**src/rtl/mcr_pkg.sv**
```systemverilog
package mcr_pkg;

  // Reference clock cycles per oscillator cycle (ideal 4x multiplier output)
  localparam int REF_PER_OSC = 4;
  localparam int PRE_W       = $clog2(REF_PER_OSC);

  typedef enum logic [1:0] {
    RATE_X4   = 2'd0,
    RATE_X2   = 2'd1,
    RATE_X1   = 2'd2,
    RATE_SLOW = 2'd3
  } rate_e;

  // Last prescaler count of a machine cycle for each rate
  function automatic logic [PRE_W-1:0] pre_limit(rate_e r);
    case (r)
      RATE_X4: pre_limit = PRE_W'(0);
      RATE_X2: pre_limit = PRE_W'(1);
      default: pre_limit = PRE_W'(REF_PER_OSC - 1);
    endcase
  endfunction

endpackage

```
**src/rtl/mc_reset_sync.sv**
```systemverilog
module mc_reset_sync (
  input  logic clk_i,
  input  logic rst_ni,
  output logic rst_sync_no
);

  logic [1:0] sync_q;

  always_ff @(posedge clk_i or negedge rst_ni) begin
    if (!rst_ni) sync_q <= 2'b00;
    else         sync_q <= {sync_q[0], 1'b1};
  end

  assign rst_sync_no = sync_q[1];

endmodule

```
**src/rtl/mc_rate_decode.sv**
```systemverilog
module mc_rate_decode
  import mcr_pkg::*;
(
  input  logic [2:0] mode_i,
  input  logic       mult_en_i,
  input  logic       mult_lock_i,
  output rate_e      rate_nxt_o
);

  logic mult_ok;

  assign mult_ok = mult_en_i & mult_lock_i;

  always_comb begin
    unique case (mode_i[1:0])
      2'b00: begin
        if (mult_ok) rate_nxt_o = mode_i[2] ? RATE_X4 : RATE_X2;
        else         rate_nxt_o = RATE_X1;     // fallback when multiplier unusable
      end
      2'b11:   rate_nxt_o = RATE_SLOW;
      default: rate_nxt_o = RATE_X1;           // 10 and reserved 01
    endcase
  end

endmodule

```
**src/rtl/mc_period_count.sv**
```systemverilog
module mc_period_count
  import mcr_pkg::*;
#(
  parameter int SLOW_DIV = 1024
) (
  input  logic  clk_i,
  input  logic  rst_ni,
  input  rate_e rate_nxt_i,
  output logic  tick_o,
  output rate_e rate_o
);

  localparam int                SLOW_W   = $clog2(SLOW_DIV);
  localparam logic [SLOW_W-1:0] SLOW_MAX = SLOW_W'(SLOW_DIV - 1);

  rate_e             rate_q, rate_d;
  logic [PRE_W-1:0]  pre_q, pre_d;
  logic [SLOW_W-1:0] slow_q, slow_d;
  logic              pre_last, slow_last, tick;

  assign pre_last  = (pre_q == pre_limit(rate_q));
  assign slow_last = (slow_q == SLOW_MAX);
  assign tick      = pre_last & ((rate_q != RATE_SLOW) | slow_last);

  always_comb begin
    rate_d = rate_q;
    pre_d  = pre_q;
    slow_d = slow_q;
    if (tick) begin
      rate_d = rate_nxt_i;
      pre_d  = '0;
      slow_d = '0;
    end else begin
      pre_d = pre_q + PRE_W'(1);
      if ((rate_q == RATE_SLOW) && pre_last) slow_d = slow_q + SLOW_W'(1);
    end
  end

  always_ff @(posedge clk_i or negedge rst_ni) begin
    if (!rst_ni) begin
      rate_q <= RATE_X1;
      pre_q  <= '0;
      slow_q <= '0;
    end else begin
      rate_q <= rate_d;
      pre_q  <= pre_d;
      slow_q <= slow_d;
    end
  end

  assign tick_o = tick;
  assign rate_o = rate_q;

  // rate only moves on the edge closing a tick
  p_rate_hold_r8: assert property (@(posedge clk_i) disable iff (!rst_ni)
    !tick |=> $stable(rate_q));

  // only the 4x rate may produce adjacent ticks
  p_no_b2b_r8: assert property (@(posedge clk_i) disable iff (!rst_ni)
    (tick && rate_nxt_i != RATE_X4) |=> !tick);

  // slow divider sits at zero outside the slow rate
  p_slow_idle_r9: assert property (@(posedge clk_i) disable iff (!rst_ni)
    (rate_q != RATE_SLOW) |-> (slow_q == '0));

endmodule

```
**src/rtl/mc_rate_sel.sv**
```systemverilog
module mc_rate_sel
  import mcr_pkg::*;
#(
  parameter int SLOW_DIV = 1024
) (
  input  logic       clk_i,
  input  logic       rst_ni,
  input  logic [2:0] mode_i,
  input  logic       mult_en_i,
  input  logic       mult_lock_i,
  output logic       tick_o,
  output logic       mult_active_o
);

  logic  rst_n_int;
  rate_e rate_nxt, rate_cur;

  mc_reset_sync i_rst_sync (
    .clk_i       (clk_i),
    .rst_ni      (rst_ni),
    .rst_sync_no (rst_n_int)
  );

  mc_rate_decode i_decode (
    .mode_i      (mode_i),
    .mult_en_i   (mult_en_i),
    .mult_lock_i (mult_lock_i),
    .rate_nxt_o  (rate_nxt)
  );

  mc_period_count #(.SLOW_DIV(SLOW_DIV)) i_count (
    .clk_i      (clk_i),
    .rst_ni     (rst_n_int),
    .rate_nxt_i (rate_nxt),
    .tick_o     (tick_o),
    .rate_o     (rate_cur)
  );

  assign mult_active_o = (rate_cur == RATE_X4) || (rate_cur == RATE_X2);

  // a multiplied rate starts only if enable and lock were both present
  p_active_lock_r7: assert property (@(posedge clk_i) disable iff (!rst_n_int)
    $rose(mult_active_o) |-> $past(mult_en_i && mult_lock_i));

  // reserved code never leads to a multiplied rate
  p_reserved_r6: assert property (@(posedge clk_i) disable iff (!rst_n_int)
    (tick_o && mode_i[1:0] == 2'b01) |=> !mult_active_o);

endmodule

```
**config.mk**
```make
export PLATFORM = sky130hd
export DESIGN_NAME = mc_rate_sel
export DESIGN_NICKNAME = d
export VERILOG_FILES = /design/src/rtl/mcr_pkg.sv /design/src/rtl/mc_reset_sync.sv /design/src/rtl/mc_rate_decode.sv /design/src/rtl/mc_period_count.sv /design/src/rtl/mc_rate_sel.sv
export SDC_FILE = /design/constraint.sdc
export NUM_CORES = 1
export LEC_CHECK = 0
export ABC_CLOCK_PERIOD_IN_PS = 1500
export BUFFER_PORTS_ARGS = -buffer_cell sky130_fd_sc_hd__buf_2
export CORE_MARGIN = 4
export CORE_UTILIZATION = 50
export DETAILED_ROUTE_END_ITERATION = 6
export HOLD_SLACK_MARGIN = 0.1
export PLACE_DENSITY = 0.72
export SLEW_MARGIN = 15
export SYNTH_ARGS = -nofsm -noshare
export SYNTH_HDL_FRONTEND = slang
export SYNTH_SLANG_ARGS = --single-unit
```
**constraint.sdc**
```tcl
create_clock -name clk_i -period 1.5 [get_ports clk_i]
set_input_delay 0.15 -clock clk_i [delete_from_list [all_inputs] [get_ports clk_i]]
set_output_delay 0.15 -clock clk_i [all_outputs]
set_load 0.05 [all_outputs]
```
# Yosys cells after proc, flatten, opt, wreduce, memory -nomap -nowiden
# Index checks and enable logic that the tools add are counted.
# totals
ff_bits,16
n_memories,0
latch_bits,0
rom_bits,0
ramBits,0
input_bits,7
# op_classes
n_eq_ne,6
n_mul,0
addsub,2
n_lt_le_gt_ge,0
muxes,7
bitwise_logic,3
n_div,0
n_reduce_logical,5
n_shift,0
# ops
cell,count
two-way mux 10 bit,2
adder 10 x 1 -> 10 bit (second input constant),1
equality test 10 bit (second input constant),1
one-hot mux 2 bit (2 select lines),2
equality test 2 bit (second input constant),2
zero test 2 bit,2
two-way mux 2 bit,2
adder 2 x 1 -> 2 bit (second input constant),1
bitwise AND 1 bit,2
equality test 2 x 1 -> 1 bit (second input constant),1
equality test 2 bit,1
inequality test 2 bit (second input constant),1
nonzero test 2 bit,1
logical AND 1 bit,1
logical OR 1 bit,1
two-way mux 1 bit,1
bitwise OR 1 bit,1

# Logic depth before layout (Yosys ltp)
# depth
depth_word,6
ltp_mapped,5
mapped_depth_nobuf,5

# Cells and area by module
# A second synthesis with hierarchy kept.
# unflattened
cells_unflattened,91
area_unflattened_um2,853.3
# modules_own_cells
module,cells_each,instances,seq_area_each_um2,area_each_um2
mc_period_count,78,1,351.6,733.2
mc_rate_decode,9,1,0.0,62.6
mc_reset_sync,3,1,50.0,53.8
mc_rate_sel,1,1,0.0,3.8

# Least setup slack after synthesis
# Ideal clock, no wire load.
# synth_path
kind,register -> register
start,register i_count.rate_q[1] (netlist: i_count.rate_o[1])
end,register i_count.pre_q[1]
required_ns,1.335
slack_ns,-0.613
stages_incl_launch_ff,5
setup_time_ns,0.165
period_less_slack_ns,2.113
t_arrival_ns,1.947
path_buffers,0
cell_sequence,dfstp_2 inv_1 a31oi_2 nor2_1 nor2_1
# synth_between
elab_chain_len,5
# synth_rtl
item,line_no,text
"start, declared",mc_period_count.sv:16,"rate_e rate_q, rate_d;"
"start signal, assigned",mc_period_count.sv:45,rate_q <= rate_d;
equality test 2 x 1 -> 1 bit / zero test 2 bit (equally long branches),mcr_pkg.sv:16,case (r)
one-hot mux 2 bit (2 select lines),mcr_pkg.sv:16,
equality test 2 bit,mc_period_count.sv:21,assign pre_last = (pre_q == pre_limit(rate_q));
bitwise AND 1 bit (*),mc_period_count.sv:23,assign tick = pre_last & ((rate_q != RATE_SLOW) | slow_last);
named net tick_o,mc_rate_sel.sv:11,"output logic tick_o,"
two-way mux 2 bit (*),mc_period_count.sv:29,if (tick) begin
named net i_count.pre_d[1],mc_period_count.sv:17,"logic [PRE_W-1:0] pre_q, pre_d;"
"end signal, assigned",mc_period_count.sv:46,pre_q <= pre_d;
"end, declared",mc_period_count.sv:17,
# The timed path passes the listed nets; every way through them passes the cells marked *.
# A chain may end at the register's enable or synchronous reset.

# Final worst setup path
# layout_path
start,register i_count.rate_q[1] (netlist: i_count.rate_o[1])
end,output port tick_o
# layout_between
elab_chain_len,4
# layout_rtl
item,line_no
equality test 2 x 1 -> 1 bit / zero test 2 bit (equally long branches),mcr_pkg.sv:16
one-hot mux 2 bit (2 select lines),mcr_pkg.sv:16
equality test 2 bit,mc_period_count.sv:21
bitwise AND 1 bit (*),mc_period_count.sv:23
"end, declared",mc_rate_sel.sv:11
# Every way passes the cells marked *; elsewhere a longest branch is shown, timed or not.

==> results.sh <==
export IMPL_period_needed_ns=1.76
export IMPL_firstDrtPassIters=7
export IMPL_grt_antenna_before_repair=0
export IMPL_initial_core_util_pct=54.7
export IMPL_die_area_mm2=0.00243
export IMPL_vdd_ir_drop_worst_mv=1.39
export IMPL_placementRows=14
export IMPL_drive_gt1_share_pct=46.2
export IMPL_port_buffers=8
export IMPL_yosysWarnings=0
export IMPL_critical_path_max_fanout=5
export IMPL_syn2layout_area_growth_pct=50.8
export IMPL_p_per_area_mw_per_mm2=1800
export IMPL_hold_path_class="in2async"
export IMPL_track_usage_pct=21.8
export IMPL_relSlewSlack_pct=59.9
export IMPL_vias_per_cell=6.05
export IMPL_critPathBufInv=3
export IMPL_cts_made_buffers=3
export IMPL_critical_path_depth=5
export IMPL_grt_max_degree=15
export IMPL_cp_top_family="flip-flops"
export IMPL_whs_ns=0.181
export IMPL_fillers=90
export IMPL_crit_end="tick_o"
export IMPL_die_w_um=49.3
export IMPL_finalMaxSlewViolations=0
export IMPL_intPower_mw=1.37
export IMPL_cts_tree="done"
export IMPL_p_leak_nw=0.576
export IMPL_ant_nets=0
export IMPL_clockBufferDepth=2
export IMPL_yosysSeqAreaShare_pct=47.1
export IMPL_syn_avg_cell_area_um2=9.57
export IMPL_synth_cells=89
export IMPL_yosysUniqueCellTypes=30
export IMPL_crit_top_cell="buf_6"
export IMPL_crit_start="i_count.rate_o[1]$_DFFE_PN1P_"
export IMPL_wirelength_mm=2.58
export IMPL_synth_area_leader_cell="dfrtp_1"
export IMPL_synth_area_um2=852
export IMPL_critPathLaunchType="flip-flop"
export IMPL_yosys_area_top_type_share_pct=44.1
export IMPL_drv_cap=0
export IMPL_final_hold_viol_count=0
export IMPL_worst_pin_slew_ns=0.601
export IMPL_setup_ws_ns=-0.262
export IMPL_fin_skew_ns=0.00808
export IMPL_dp_cells=135
export IMPL_pwr_share_comb_pct=61.2
export IMPL_htree_num_levels=1
export IMPL_num_antenna_cells=0
export IMPL_clock_latency_ns=0.31
export IMPL_ctsRootBufferMaster="clkbuf_4"
export IMPL_path_class="reg2out"
export IMPL_fmax_ghz=0.568
export IMPL_grt_pass1_vias=848
export IMPL_max_stage_delay_ns=0.61
export IMPL_postLayoutCoreUtil_pct=82.4
export IMPL_min_period_over_period_pct=117
export IMPL_clk_pin_slew_worst_paths_ns=0.10
export IMPL_place_ws_ns=-0.136
export IMPL_syn_nets=99
export IMPL_pwr_share_seq_pct=25.8
export IMPL_clock_sinks=16
export IMPL_final_setup_viol_count=15
export IMPL_fin_tns_setup_ns=-1.96
export IMPL_crit_chain="clkinvlp_4 -> a31oi_4 -> buf_6 -> nor2_4 -> buf_6"
export IMPL_r2r_slack_ns=-0.24
export IMPL_clkPwrFrac_pct=13.0
export IMPL_crit_arrival_ns=1.61
export IMPL_r2r_end="i_count.slow_q[7]$_DFFE_PN0P_"
export IMPL_dieHeight_um=49.3
export IMPL_routed_via_count=884
export IMPL_switchingPower_mw=0.950
export IMPL_globalRouteOverflowTotal=0
export IMPL_r2r_start="i_count.rate_o[1]$_DFFE_PN1P_"
export IMPL_grt_setup_unrepaired="yes"
export IMPL_nNetsFinal=141
export IMPL_reg2reg_depth=5
export IMPL_violations="setup timing"
export IMPL_synthTopCellsByArea="dfrtp_1 (44%), o21ai_0 (4.7%), ha_1 (4.4%)"
export IMPL_grt_pass1_wl_mm=3.82
export IMPL_fin_cells=146
export IMPL_status="complete, but fails checks"
export IMPL_cp_slowest_cell="dfstp_2"
export IMPL_cp_data_required_time_ns=1.35
export IMPL_synth_seq_cells=16
export IMPL_place_congestion=0.903
export IMPL_drc=0
export IMPL_ios=9
export IMPL_worst_setup_path_end_kind="output pin"
export IMPL_hpwlAfterDp_mm=1.40
export IMPL_drt_iter0_drc=19
export IMPL_sw_frac_of_total_pct=41.0
export IMPL_wire_per_inst_um=17.7
export IMPL_core_mm2=0.00156
## kinds of logic (layout without fill, tap and decap cells)
family / Yosys count / after routing / synth area share (%)
adders and majority gates: 3 / 3 / 4.41
and+or+nand+nor: 33 / 33 / 21.3
DFF: 16 / 16 / 47.1
buffers and inverters: 7 / 48 / 3.96
other: 1 / 1 / 0.440
AOI/OAI and AO/OA: 26 / 26 / 19.4
muxes: 1 / 1 / 1.32
xor gates and xnor gates: 2 / 2 / 2.06
## worst register-to-register path, stage by stage (launching register included)
cell     delay [ns]
dfstp_2        0.61
and3_4         0.23
a31oi_4        0.05
buf_6          0.16
or4_4          0.50
a21oi_2        0.12
## cells in the final DEF, fill, tap and decap left out, drive strengths merged, types with 2 or more instances in the layout
master  count
a21oi       6
nand3       4
and4        2
xnor2       2
nand2       9
a31oi       3
nand2b      2
nor2        4
buf        37
o31ai       4
or4         4
nand4       3
dfrtp      15
o21ai       9
inv         5
ha          3
clkbuf      4
## cell type report
class / instances / area (um^2) / share of cell area, %
timing repair buffer: 38 / 300 / 23.4
multi-input combinational: 66 / 500 / 38.9
sequential: 16 / 402 / 31.3
tap: 16 / 20.0 / 1.56
clock buffer: 4 / 36.3 / 2.82
inverter: 6 / 26.3 / 2.04
## per-stage QoR
stage | instance area, um^2 | total power [mW]
after global routing | 1280 | 2.44
after CTS | 1260 | 2.19
after detailed placement | 1110 | 1.64
after floorplan | 885 | 1.22
final | 1280 | 2.32
after global placement | 1110 | 1.61
## per-layer routing
layer  track usage, %  wire length [um]
met1             24.1              1080
met2             37.3              1260
met3             6.42               169
met4             11.4                74
met5                0                 0
## worst min path at each step
stage / start / endpoint / slack (ns) / cells after the start
after CTS: rst_ni / i_rst_sync.sync_q[0]$_DFF_PN0_ / 0.15 / 2
after detailed placement: rst_ni / i_rst_sync.sync_q[0]$_DFF_PN0_ / -0.06 / 1
after global routing: rst_ni / i_rst_sync.sync_q[1]$_DFF_PN0_ / 0.21 / 2
final: rst_ni / i_rst_sync.sync_q[0]$_DFF_PN0_ / 0.18 / 2
after global placement: rst_ni / i_rst_sync.sync_q[1]$_DFF_PN0_ / -0.07 / 1
after floorplan: rst_ni / i_rst_sync.sync_q[0]$_DFF_PN0_ / -0.15 / 0
## cell usage after synthesis
library cell and n:
dfstp_2 1, a211o_1 1, o31ai_1 4, dfrtp_1 15, a31oi_2 1, or2_2 1
o21ai_0 8, or4_1 4, o21ai_1 1, and4_1 2, xnor2_1 2, nand2_1 9
inv_1 6, buf_6 1, conb_1 1, ha_1 3, o32ai_1 1, mux2_2 1
nor2b_1 1, nand2b_1 2, a31o_1 1, a31oi_1 2, nand3_1 4, a21oi_1 6
nor2_1 4, and3_1 1, nand4_1 3, or3_2 1, a41oi_1 1, or2b_1 1
## power groups by stage
stage               combinational [mW]  sequential, mW  clock, mW
global placement                  1.01           0.596          0
finish                            1.42           0.598      0.301
CTS                               1.31           0.591      0.295
detailed placement                1.04           0.596          0
global route                      1.50           0.614      0.325
floorplan                        0.607           0.614          0
## registers in the layout, summed over array words and instances, names as in the netlist
| signal | cells |
|---|---|
| i_count.pre_q | 2 |
| i_rst_sync.sync_q | 2 |
| i_count.slow_q | 10 |
| i_count.rate_o | 2 |
## what timing repair did
item	4_1_cts	5_1_grt
resized for setup	15	8
gates cloned	1	0
setup buffers	6	0
endpoints found under the setup margin	12	15
hold buffers	1	0
pin swaps	9	4
endpoints found under the hold margin	2	0
Power figures use the tool's default switching activity.
